--- config.mk ---
export PLATFORM = sky130hd
export DESIGN_NAME = fetch_redirect_unit
export DESIGN_NICKNAME = d
export VERILOG_FILES = /design/src/rtl/frd_pkg.sv /design/src/rtl/frd_dir_table.sv /design/src/rtl/frd_next_pc.sv /design/src/rtl/frd_resolve.sv /design/src/rtl/fetch_redirect_unit.sv
export SDC_FILE = /design/constraint.sdc
export NUM_CORES = 1
export LEC_CHECK = 0
export BUFFER_PORTS_ARGS = -buffer_cell sky130_fd_sc_hd__buf_4
export CORE_MARGIN = 2
export CORE_UTILIZATION = 45
export DETAILED_ROUTE_END_ITERATION = 8
export GPL_ROUTABILITY_DRIVEN = 0
export PLACE_DENSITY = 0.62
export SYNTH_ARGS = -nofsm -noshare
export SYNTH_HDL_FRONTEND = slang
export SYNTH_SLANG_ARGS = --single-unit
--- constraint.sdc ---
create_clock -name clk -period 7.6 [get_ports clk]
set_input_delay 0 -clock clk [delete_from_list [all_inputs] [get_ports clk]]
set_output_delay 0 -clock clk [all_outputs]
set_load 0.005 [all_outputs]
--- src/rtl/frd_pkg.sv ---
package frd_pkg;

  // 2-bit saturating direction counter
  typedef logic [1:0] ctr_t;

  localparam ctr_t CTR_RESET = 2'b01;  // weakly not-taken
  localparam ctr_t CTR_MAX   = 2'b11;
  localparam ctr_t CTR_MIN   = 2'b00;

  // Reason for a redirect raised in decode
  typedef enum logic [1:0] {
    RC_NONE  = 2'd0,
    RC_DIR   = 2'd1,   // direction guessed wrong
    RC_TGT   = 2'd2,   // direction right, address wrong
    RC_NOTBR = 2'd3    // non-branch followed a taken guess
  } redirect_cause_e;

  function automatic ctr_t ctr_next(input ctr_t cur, input logic taken);
    ctr_t nxt;
    if (taken) nxt = (cur == CTR_MAX) ? CTR_MAX : cur + 2'd1;
    else       nxt = (cur == CTR_MIN) ? CTR_MIN : cur - 2'd1;
    return nxt;
  endfunction

  function automatic logic ctr_says_taken(input ctr_t cur);
    return cur[1];
  endfunction

endpackage

--- src/rtl/frd_dir_table.sv ---
module frd_dir_table
  import frd_pkg::*;
#(
  parameter int DEPTH = 128,
  localparam int IDX_W = $clog2(DEPTH)
) (
  input  logic             clk,
  input  logic             rst_n,
  input  logic [IDX_W-1:0] rd_idx,
  output logic             rd_taken,
  input  logic             wr_en,
  input  logic [IDX_W-1:0] wr_idx,
  input  logic             wr_taken
);

  ctr_t ctr_q [DEPTH];

  // One counter per entry; the read sees the value before this cycle's write
  for (genvar e = 0; e < DEPTH; e++) begin : g_entry
    always_ff @(posedge clk) begin
      if (!rst_n) begin
        ctr_q[e] <= CTR_RESET;
      end else if (wr_en && (wr_idx == IDX_W'(e))) begin
        ctr_q[e] <= ctr_next(ctr_q[e], wr_taken);
      end
    end
  end

  assign rd_taken = ctr_says_taken(ctr_q[rd_idx]);

  // Named events for the checks below
  ctr_t wr_old;
  logic sat_hi_evt;
  logic sat_lo_evt;
  assign wr_old     = ctr_q[wr_idx];
  assign sat_hi_evt = wr_en && wr_taken  && (wr_old == CTR_MAX);
  assign sat_lo_evt = wr_en && !wr_taken && (wr_old == CTR_MIN);

  AST_CTR_SAT_HI: assert property (@(posedge clk) disable iff (!rst_n)
    sat_hi_evt |=> ctr_q[$past(wr_idx)] == CTR_MAX);
  AST_CTR_SAT_LO: assert property (@(posedge clk) disable iff (!rst_n)
    sat_lo_evt |=> ctr_q[$past(wr_idx)] == CTR_MIN);

endmodule

--- src/rtl/frd_next_pc.sv ---
module frd_next_pc #(
  parameter int XLEN  = 32,
  parameter int IDX_W = 7
) (
  input  logic [XLEN-1:0]  fetch_pc,
  input  logic             tb_hit,
  input  logic [XLEN-1:0]  tb_target,
  input  logic             ctr_taken,
  output logic [IDX_W-1:0] rd_idx,
  output logic             pred_taken,
  output logic [XLEN-1:0]  pred_npc
);

  function automatic logic [XLEN-1:0] seq_pc(input logic [XLEN-1:0] pc);
    return pc + XLEN'(4);
  endfunction

  // Counter index comes from the word-address bits above the byte offset
  assign rd_idx = fetch_pc[IDX_W+1:2];

  // A buffer hit stands for "this is a branch"; without it the counter is ignored
  always_comb begin
    pred_taken = tb_hit && ctr_taken;
    pred_npc   = pred_taken ? tb_target : seq_pc(fetch_pc);
  end

endmodule

--- src/rtl/frd_resolve.sv ---
module frd_resolve
  import frd_pkg::*;
#(
  parameter int XLEN  = 32,
  parameter int IMM_W = 16
) (
  input  logic             clk,
  input  logic             rst_n,
  input  logic             fd_valid,
  input  logic [XLEN-1:0]  fd_pc,
  input  logic             fd_pred_taken,
  input  logic [XLEN-1:0]  fd_pred_npc,
  input  logic             is_branch,
  input  logic [XLEN-1:0]  rs_val,
  input  logic [XLEN-1:0]  rt_val,
  input  logic [IMM_W-1:0] imm,
  output logic             br_valid,
  output logic             br_taken,
  output logic [XLEN-1:0]  br_target,
  output logic             redirect,
  output logic [XLEN-1:0]  redirect_pc,
  output redirect_cause_e  cause
);

  function automatic logic [XLEN-1:0] imm_offset(input logic [IMM_W-1:0] v);
    return {{(XLEN-IMM_W-2){v[IMM_W-1]}}, v, 2'b00};
  endfunction

  function automatic logic [XLEN-1:0] taken_target(input logic [XLEN-1:0] pc,
                                                   input logic [IMM_W-1:0] v);
    return pc + XLEN'(4) + imm_offset(v);
  endfunction

  logic [XLEN-1:0] seq_pc;
  logic [XLEN-1:0] correct_npc;
  logic            dir_wrong;
  logic            addr_wrong;

  always_comb begin
    br_valid    = fd_valid && is_branch;
    br_taken    = br_valid && (rs_val == rt_val);
    seq_pc      = fd_pc + XLEN'(4);
    br_target   = taken_target(fd_pc, imm);
    correct_npc = br_taken ? br_target : seq_pc;
    dir_wrong   = br_valid && (br_taken != fd_pred_taken);
    // Covers a stale target on a correct guess and a hit on a non-branch
    addr_wrong  = fd_valid && !dir_wrong && (fd_pred_npc != correct_npc);
    redirect    = dir_wrong || addr_wrong;
    redirect_pc = correct_npc;
    if (dir_wrong)                   cause = RC_DIR;
    else if (addr_wrong && br_valid) cause = RC_TGT;
    else if (addr_wrong)             cause = RC_NOTBR;
    else                             cause = RC_NONE;
  end

  AST_BUBBLE_QUIET: assert property (@(posedge clk) disable iff (!rst_n)
    !fd_valid |-> (!redirect && !br_valid));
  AST_NOTBR_TO_SEQ: assert property (@(posedge clk) disable iff (!rst_n)
    (cause == RC_NOTBR) |-> (redirect_pc == fd_pc + XLEN'(4)));

endmodule

--- src/rtl/fetch_redirect_unit.sv ---
module fetch_redirect_unit
  import frd_pkg::*;
#(
  parameter int              XLEN        = 32,
  parameter int              IMM_W       = 16,
  parameter int              TABLE_DEPTH = 128,
  parameter logic [XLEN-1:0] RESET_PC    = '0
) (
  input  logic             clk,
  input  logic             rst_n,
  input  logic             tb_hit,
  input  logic [XLEN-1:0]  tb_target,
  input  logic             dec_is_branch,
  input  logic [XLEN-1:0]  dec_rs_val,
  input  logic [XLEN-1:0]  dec_rt_val,
  input  logic [IMM_W-1:0] dec_imm,
  output logic [XLEN-1:0]  fetch_pc,
  output logic             dec_valid,
  output logic [XLEN-1:0]  dec_pc,
  output logic             nullify_fetch,
  output logic             redirect_valid,
  output logic [XLEN-1:0]  redirect_pc,
  output logic             tbw_en,
  output logic [XLEN-1:0]  tbw_pc,
  output logic [XLEN-1:0]  tbw_target
);

  localparam int IDX_W = $clog2(TABLE_DEPTH);

  typedef struct packed {
    logic            valid;
    logic [XLEN-1:0] pc;
    logic            pred_taken;
    logic [XLEN-1:0] pred_npc;
  } fd_reg_t;

  logic [XLEN-1:0]  pc_q;
  fd_reg_t          fd_q;

  // Fetch-stage wires
  logic [IDX_W-1:0] rd_idx;
  logic             ctr_taken;
  logic             pred_taken;
  logic [XLEN-1:0]  pred_npc;

  // Decode-stage wires
  logic             br_valid;
  logic             br_taken;
  logic [XLEN-1:0]  br_target;
  logic             redirect;
  logic [XLEN-1:0]  fix_pc;
  redirect_cause_e  cause;

  frd_dir_table #(.DEPTH(TABLE_DEPTH)) u_table (
    .clk      (clk),
    .rst_n    (rst_n),
    .rd_idx   (rd_idx),
    .rd_taken (ctr_taken),
    .wr_en    (br_valid),
    .wr_idx   (fd_q.pc[IDX_W+1:2]),
    .wr_taken (br_taken)
  );

  frd_next_pc #(.XLEN(XLEN), .IDX_W(IDX_W)) u_next (
    .fetch_pc   (pc_q),
    .tb_hit     (tb_hit),
    .tb_target  (tb_target),
    .ctr_taken  (ctr_taken),
    .rd_idx     (rd_idx),
    .pred_taken (pred_taken),
    .pred_npc   (pred_npc)
  );

  frd_resolve #(.XLEN(XLEN), .IMM_W(IMM_W)) u_resolve (
    .clk           (clk),
    .rst_n         (rst_n),
    .fd_valid      (fd_q.valid),
    .fd_pc         (fd_q.pc),
    .fd_pred_taken (fd_q.pred_taken),
    .fd_pred_npc   (fd_q.pred_npc),
    .is_branch     (dec_is_branch),
    .rs_val        (dec_rs_val),
    .rt_val        (dec_rt_val),
    .imm           (dec_imm),
    .br_valid      (br_valid),
    .br_taken      (br_taken),
    .br_target     (br_target),
    .redirect      (redirect),
    .redirect_pc   (fix_pc),
    .cause         (cause)
  );

  // PC register: a decode redirect overrides the fetch-stage prediction
  always_ff @(posedge clk) begin
    if (!rst_n) begin
      pc_q <= RESET_PC;
    end else begin
      pc_q <= redirect ? fix_pc : pred_npc;
    end
  end

  // Fetch/decode register: a killed fetch enters decode as a bubble
  always_ff @(posedge clk) begin
    if (!rst_n) begin
      fd_q <= '0;
    end else begin
      fd_q.valid      <= !redirect;
      fd_q.pc         <= pc_q;
      fd_q.pred_taken <= pred_taken;
      fd_q.pred_npc   <= pred_npc;
    end
  end

  assign fetch_pc       = pc_q;
  assign dec_valid      = fd_q.valid;
  assign dec_pc         = fd_q.pc;
  assign nullify_fetch  = redirect;
  assign redirect_valid = redirect;
  assign redirect_pc    = fix_pc;
  assign tbw_en         = br_taken;
  assign tbw_pc         = fd_q.pc;
  assign tbw_target     = br_target;

  AST_FETCH_FOLLOWS_PRED: assert property (@(posedge clk) disable iff (!rst_n)
    dec_valid |-> fetch_pc == fd_q.pred_npc);
  AST_REDIRECT_LOADS_PC: assert property (@(posedge clk) disable iff (!rst_n)
    redirect_valid |=> fetch_pc == $past(redirect_pc));
  AST_REDIRECT_BUBBLE: assert property (@(posedge clk) disable iff (!rst_n)
    redirect_valid |=> !dec_valid);
  AST_SEQ_NO_HIT: assert property (@(posedge clk) disable iff (!rst_n)
    (!redirect_valid && !tb_hit) |=> fetch_pc == $past(fetch_pc) + XLEN'(4));
  AST_TBW_TAKEN_ONLY: assert property (@(posedge clk) disable iff (!rst_n)
    tbw_en |-> (dec_valid && dec_is_branch && (dec_rs_val == dec_rt_val)));
  AST_CAUSE_MATCHES: assert property (@(posedge clk) disable iff (!rst_n)
    redirect_valid |-> (cause != RC_NONE));

endmodule

; ---- Word-level counts from Yosys, hierarchy flattened
; Memory sizes are Yosys's and may differ from the RTL's. A register that Yosys moved wholly into a read port is not among the register bits.
; Cells that the tools add are included.
[totals]
rom_bits = 0
input_bits = 116
mem_count = 1
reg_bits = 98
latchBits = 0
mem_bits_rw = 256
[classes]
shifts = 0
magnitude_cmp = 0
n_div = 0
n_reduce_logical = 266
n_eq_ne = 258
add_sub_neg = 259
mul = 0
bitwise_logic = 128
n_mux = 1157
[mem_list]
columns = memory, depth, word_bits, rd, rd_ports_with_merged_regs, wr, line_no
row1 = u_table.ctr_q, 128, 2, 129, 1, 128, frd_dir_table.sv:16  ; ctr_t ctr_q [DEPTH];
[op_table]
columns = operator, count
row1 = 2-bit 2-to-1 mux, 768
row2 = 7-bit equality test (second input constant), 64
row3 = 1-bit 2-to-1 mux, 385
row4 = 2-bit by 1-bit adder with 2-bit output (second input constant), 128
row5 = 2-bit equality test (second input constant), 128
row6 = 2-bit zero test, 128
row7 = 2-bit by 1-bit subtractor with 2-bit output (second input constant), 128
row8 = 7-bit by 6-bit equality test with 1-bit output (second input constant), 32
row9 = 1-bit logical AND, 134
row10 = 1-bit OR, 128
row11 = 7-bit by 5-bit equality test with 1-bit output (second input constant), 16
row12 = 32-bit 2-to-1 mux, 3
row13 = 32-bit by 3-bit adder with 32-bit output (second input constant), 2
row14 = 7-bit by 4-bit equality test with 1-bit output (second input constant), 8
row15 = 32-bit adder, 1
row16 = 32-bit equality test, 1
row17 = 32-bit != test, 1
row18 = 7-bit by 3-bit equality test with 1-bit output (second input constant), 4
row19 = 7-bit by 2-bit equality test with 1-bit output (second input constant), 2
row20 = 7-bit by 1-bit equality test with 1-bit output (second input constant), 1
row21 = 7-bit zero test, 1
row22 = 7-bit 2-to-1 mux, 1
row23 = 1-bit zero test, 2
row24 = 1-bit logical OR, 1
row25 = 1-bit != test, 1

; ---- Depth between registers and ports, before layout
[logic_depth]
word_depth = 10
ltp_mapped = 23

; ---- Modules after synthesis
; A second synthesis with hierarchy kept.
[unflattened]
cells_unflattened = 2588
area_unflattened_um2 = 24109.4
[by_module_without_submodules]
columns = mod, area_per_inst_um2, cells_per_inst, n_inst, seq_area_each_um2
row1 = frd_dir_table, 14879.3, 1411, 1, 7687.4
row2 = frd_resolve, 4631.9, 684, 1, 0.0
row3 = fetch_redirect_unit, 3518.4, 307, 1, 1961.9
row4 = frd_next_pc, 1079.8, 186, 1, 0.0

; ---- Worst setup path after synthesis
; Ideal clock, no wire load.
[synth_timing]
path_type = register to register
from = register fd_q, in the netlist dec_pc[2]
to = register pc_q[11] (netlist: fetch_pc[11])
period_less_slack_ps = 4949
n_path_buf = 4
setup_slack_ps = 2651
path_stages_with_launch = 23
t_required_ps = 7470
arrival_ps = 4819
cell_sequence = dfxtp_1 > ha_1 > nand3_1 > clkbuf_1 > or4_4 > nor3_2 > xnor2_1 > inv_1 > ha_1 > clkbuf_1 > and3_1 > and2_1 > nor2_1 > mux2_1 > a311oi_1 > mux2_2 > xor2_1 > a2111oi_0 > and4_1 > and4_1 > buf_4 > buf_6 > o32ai_1
[synth_between]
elab_chain_len = 7
[synth_rtl]
columns = item, line_no
row1 = from (decl), fetch_redirect_unit.sv:38  ; fd_reg_t fd_q;
row2 = 32-bit by 3-bit adder with 32-bit output, frd_resolve.sv:31  ; return pc + XLEN'(4) + imm_offset(v);
row3 = 32-bit adder, frd_resolve.sv:31
row4 = via tbw_target[26], fetch_redirect_unit.sv:25  ; output logic [XLEN-1:0] tbw_target
row5 = 32-bit 2-to-1 mux, frd_resolve.sv:44  ; correct_npc = br_taken ? br_target : seq_pc;
row6 = via redirect_pc[26], fetch_redirect_unit.sv:22  ; output logic [XLEN-1:0] redirect_pc,
row7 = 32-bit != test, frd_resolve.sv:47  ; addr_wrong = fd_valid && !dir_wrong && (fd_pred_npc != correct_npc);
row8 = 1-bit logical AND, frd_resolve.sv:47
row9 = 1-bit logical OR, frd_resolve.sv:48  ; redirect = dir_wrong || addr_wrong;
row10 = 32-bit 2-to-1 mux, fetch_redirect_unit.sv:98  ; pc_q <= redirect ? fix_pc : pred_npc;
row11 = to (signal assigned), fetch_redirect_unit.sv:98
row12 = to (decl), fetch_redirect_unit.sv:37  ; logic [XLEN-1:0] pc_q;
; The timed path passes the listed nets, and every way through them passes these cells.
; A chain may end at the register's enable or synchronous reset.

; ---- Worst setup path after layout
[layout_timing]
from = register fd_q, in the netlist dec_pc[2]
to = output port redirect_valid
[layout_between]
elab_chain_len = 6
[layout_rtl]
columns = item, line_no
row1 = 32-bit by 3-bit adder with 32-bit output (*), "frd_resolve.sv:31, frd_resolve.sv:42"
row2 = 32-bit adder, frd_resolve.sv:31
row3 = 32-bit 2-to-1 mux (*), frd_resolve.sv:44
row4 = 32-bit != test (*), frd_resolve.sv:47
row5 = 1-bit logical AND (*), frd_resolve.sv:47
row6 = 1-bit logical OR (*), frd_resolve.sv:48
row7 = to (decl), fetch_redirect_unit.sv:21  ; output logic redirect_valid,
; Every way passes the cells marked *; elsewhere a longest branch is shown, timed or not.

==> results.yml <==
logic_synthesis:
  synth_ff_type: "edfxtp_1"
  ys_seq_area_share_pct: 42.0
  synthArstFlopShare_pct: 0
  ys_seq_elements: 354
  ys_types: 86
  synth_edf_count: 256
  syn_area_per_cell_um2: 9.07
  synth_area_um2: 23000
  ys_warn_count: 0
  syn_nets: 2687
  syn_inst: 2534
sta:
  setup_violations: 0
  finalCriticalPeriod_ps: 7030
  hold_viol: 0
  fin_crit_sh_pct: 92.5
  rsz0062_at_grt: "false"
  slew_headroom_pct: 13.1
  worst_slew_pin_slew_ps: 1300
  fmax_mhz: 142
  slew_violations: 0
  fin_tns_setup_ps: 0
  skew_ps: 21.8
  fin_hold_ws_ps: 256
power:
  total_leakage_power_nw: 10.7
  worst_ir_drop_vdd_v: 0.000132
  pwr_density_cell_nw_per_um2: 224
  total_power_w: 0.00598
clock_network:
  post_cts.repair.setup_buffers: 0
  clock-sinks: 354
  htree_num_levels: 2
  clk_latency_ps: 580
  post_cts_resized: 0
  clkSlewWorstSetupHoldPaths_ps: 60
  cts_buffers: 41
  cts_root_buf: "clkbuf_16"
  cts_tree: "yes"
  cts_buffer_depth: 3
grt:
  grt_antenna_before_repair: 1
  grt_max_degree: 103
  grtUsageTotal_pct: 30.5
  globalRouteMet2Util_pct: 47.2
  grtUsageMet1_pct: 41.2
  grt_pass1_vias: 19800
  grt_overflow: 0
  grt_first_pass_wirelength_um: 123000
  busiest_layer: "met2"
  grt_use_met3_pct: 7.45
drt:
  drc: 0
  wire_per_inst_um: 24.5
  vias: 21100
  route.final.wire_length_um: 83200
  final_antenna_net_count: 0
  viasPerCell: 6.21
  drt_iter0_markers: 2806
  drtPass1Iterations: 6
placed_design:
  hpwl_um: 59400
  port_buffers: 279
worst_setup_path:
  startpoint_type: "flop"
  path_buf_inv: 2
  worstReg2RegStart: "dec_pc[2]"
  worst_ep_required_time_ps: 7600
  slowest_stage: "nand3_1"
  crit_path_max_fanout: 35
  cp.arrival_ps: 7030
  path_class: "flop to output pin"
  end_kind: "output pin"
  path_delay_family: "compound AO/OA/AOI/OAI gates"
  rrSetupSlack_ps: 1030
  worst-r2r-cell-count: 18
  slowest_delay_ps: 600
  startpoint: "dec_pc[2]"
  r2r-end: "fetch_pc[3]"
  cp-endpoint: "redirect_valid"
  cp_common_cell: "ha_1"
  crit_chain: "ha_1 > nand3_1 > nor2_1 > and3_1 > xnor2_1 > inv_1 > ha_1 > nand2_1 > a21oi_1 > a211oi_1 > a311oi_1 > o2111a_1 > o31ai_1 > a211o_1 > a2111oi_0 > and4_1 > a41oi_4 > buf_4"
  path_depth: 18
cells_and_area:
  antenna_cells: 0
  areaGrowthSynthToFinish_pct: 16.1
  layout_commonest_cell: "buf_4"
  layout_common_cells: "buf_4, o21ai_0, nand2_1, edfxtp_1, nor2_1"
  drive_above_1_share_pct: 16.3
  final_nets: 2841
hold_path:
  hold_start: "dec_imm[15]"
  hold_path.class: "input port to flop"
die:
  start_util_pct: 45.7
  design.core.area_um2: 50300
  die_h_um: 230
  num_rows: 82
  die_area_um2: 52900
  die_w_um: 230
  io_pins: 280
run_status:
  status: "completed"
run:
  max_cap_viol_count: 0
-- per-stage QoR --
stage / utilization, % / setup WS, ps / instances / instance area [µm²]
after floorplan: - / 2650 / 2534 / 23000
after global placement: 49.5 / 1400 / 3265 / 24900
after detailed placement: 49.5 / 1210 / 3265 / 24900
after CTS: 53.1 / 739 / 3392 / 26700
after global routing: 53.1 / 188 / 3392 / 26700
final: 53.1 / 567 / 3392 / 26700
-- worst min path at each step --
stage | end | slack, ps | cells past startpoint
3_3_place_gp | fd_q[23] | 330 | 5
2_1_floorplan | tbw_target[2] | 160 | 1
4_1_cts | fetch_pc[31] | 220 | 6
3_5_place_dp | fd_q[26] | 350 | 4
5_1_grt | fetch_pc[31] | 270 | 6
6_report | fetch_pc[31] | 260 | 6
-- worst min-delay path: cells and delay by family --
kind / cells / cell delay, ps
buffers and inverters: 1 / 200
AO/OA/AOI/OAI: 1 / 90
AND/OR/NAND/NOR: 2 / 220
XOR/XNOR: 1 / 190
multiplexers: 1 / 80
-- per-layer routing --
layer	share of wire, %	wire (µm)	vias to the layer above
met5	0.013	11	-
met2	44	37000	1355
met1	40	32900	10200
met4	4.2	3460	2
li1	-	-	9374
met3	12	9780	164
-- cell families (layout without fill, tap and decap cells) --
kind of cell	count (synthesis)	count (layout)	share of synthesized area, %
AND/OR/NAND/NOR	1012	1012	21.6
XOR/XNOR	138	138	5.50
adder cells (fa/ha/maj)	165	165	7.62
buffers and inverters	314	500	6.46
multiplexers	51	51	4.07
AO/OA/AOI/OAI	500	500	12.8
flip-flops	354	354	42.0
-- cell usage after synthesis (22+ instances only) --
library cell  instances  area share (%)
buf_4                71             2.3
nor2_1              242             4.0
a21oi_1              76             1.7
maj3_1              128             5.6
nand2b_1             30            0.82
nand4_1              22            0.60
dfxtp_1              98             8.5
edfxtp_1            256              33
xnor2_1              51             1.9
ha_1                 36             2.0
clkbuf_1            147             2.4
mux4_2               33             3.2
o21ai_0             285             6.2
xor2_1               83             3.2
nand3_1             169             3.7
nand2_1             259             4.2
and2_1               42             1.1
inv_1                70             1.1
and3_1              145             3.9
o22ai_1              22            0.60
-- power by group --
group	internal (W)	total [W]	switching (W)
Clock	0.00107	0.00190	0.000824
Sequential	0.00218	0.00241	0.000222
Combinational	0.000737	0.00168	0.000938
Total	0.00399	0.00598	0.00198
-- sequential cells by signal (all words and copies together) (netlist names) --
register / cells
fd_q: 33
dec_pc: 32
u_table.ctr_q: 256
dec_valid: 1
fetch_pc: 32
-- timing repair --
action,4_1_cts,5_1_grt
hold endpoints to repair,89,0
setup endpoints to repair,0,0
hold buffers,52,0
-- cell type report --
cell class | count | area, µm²
clock buffer | 62 | 1170
clock inverter | 13 | 98.8
fill | 4573 | 23600
inverter | 71 | 267
multi-input combinational | 1866 | 11900
sequential | 354 | 9650
tap | 672 | 841
timing repair buffer | 354 | 2790
Note: power is estimated with default switching activity, not from simulation.
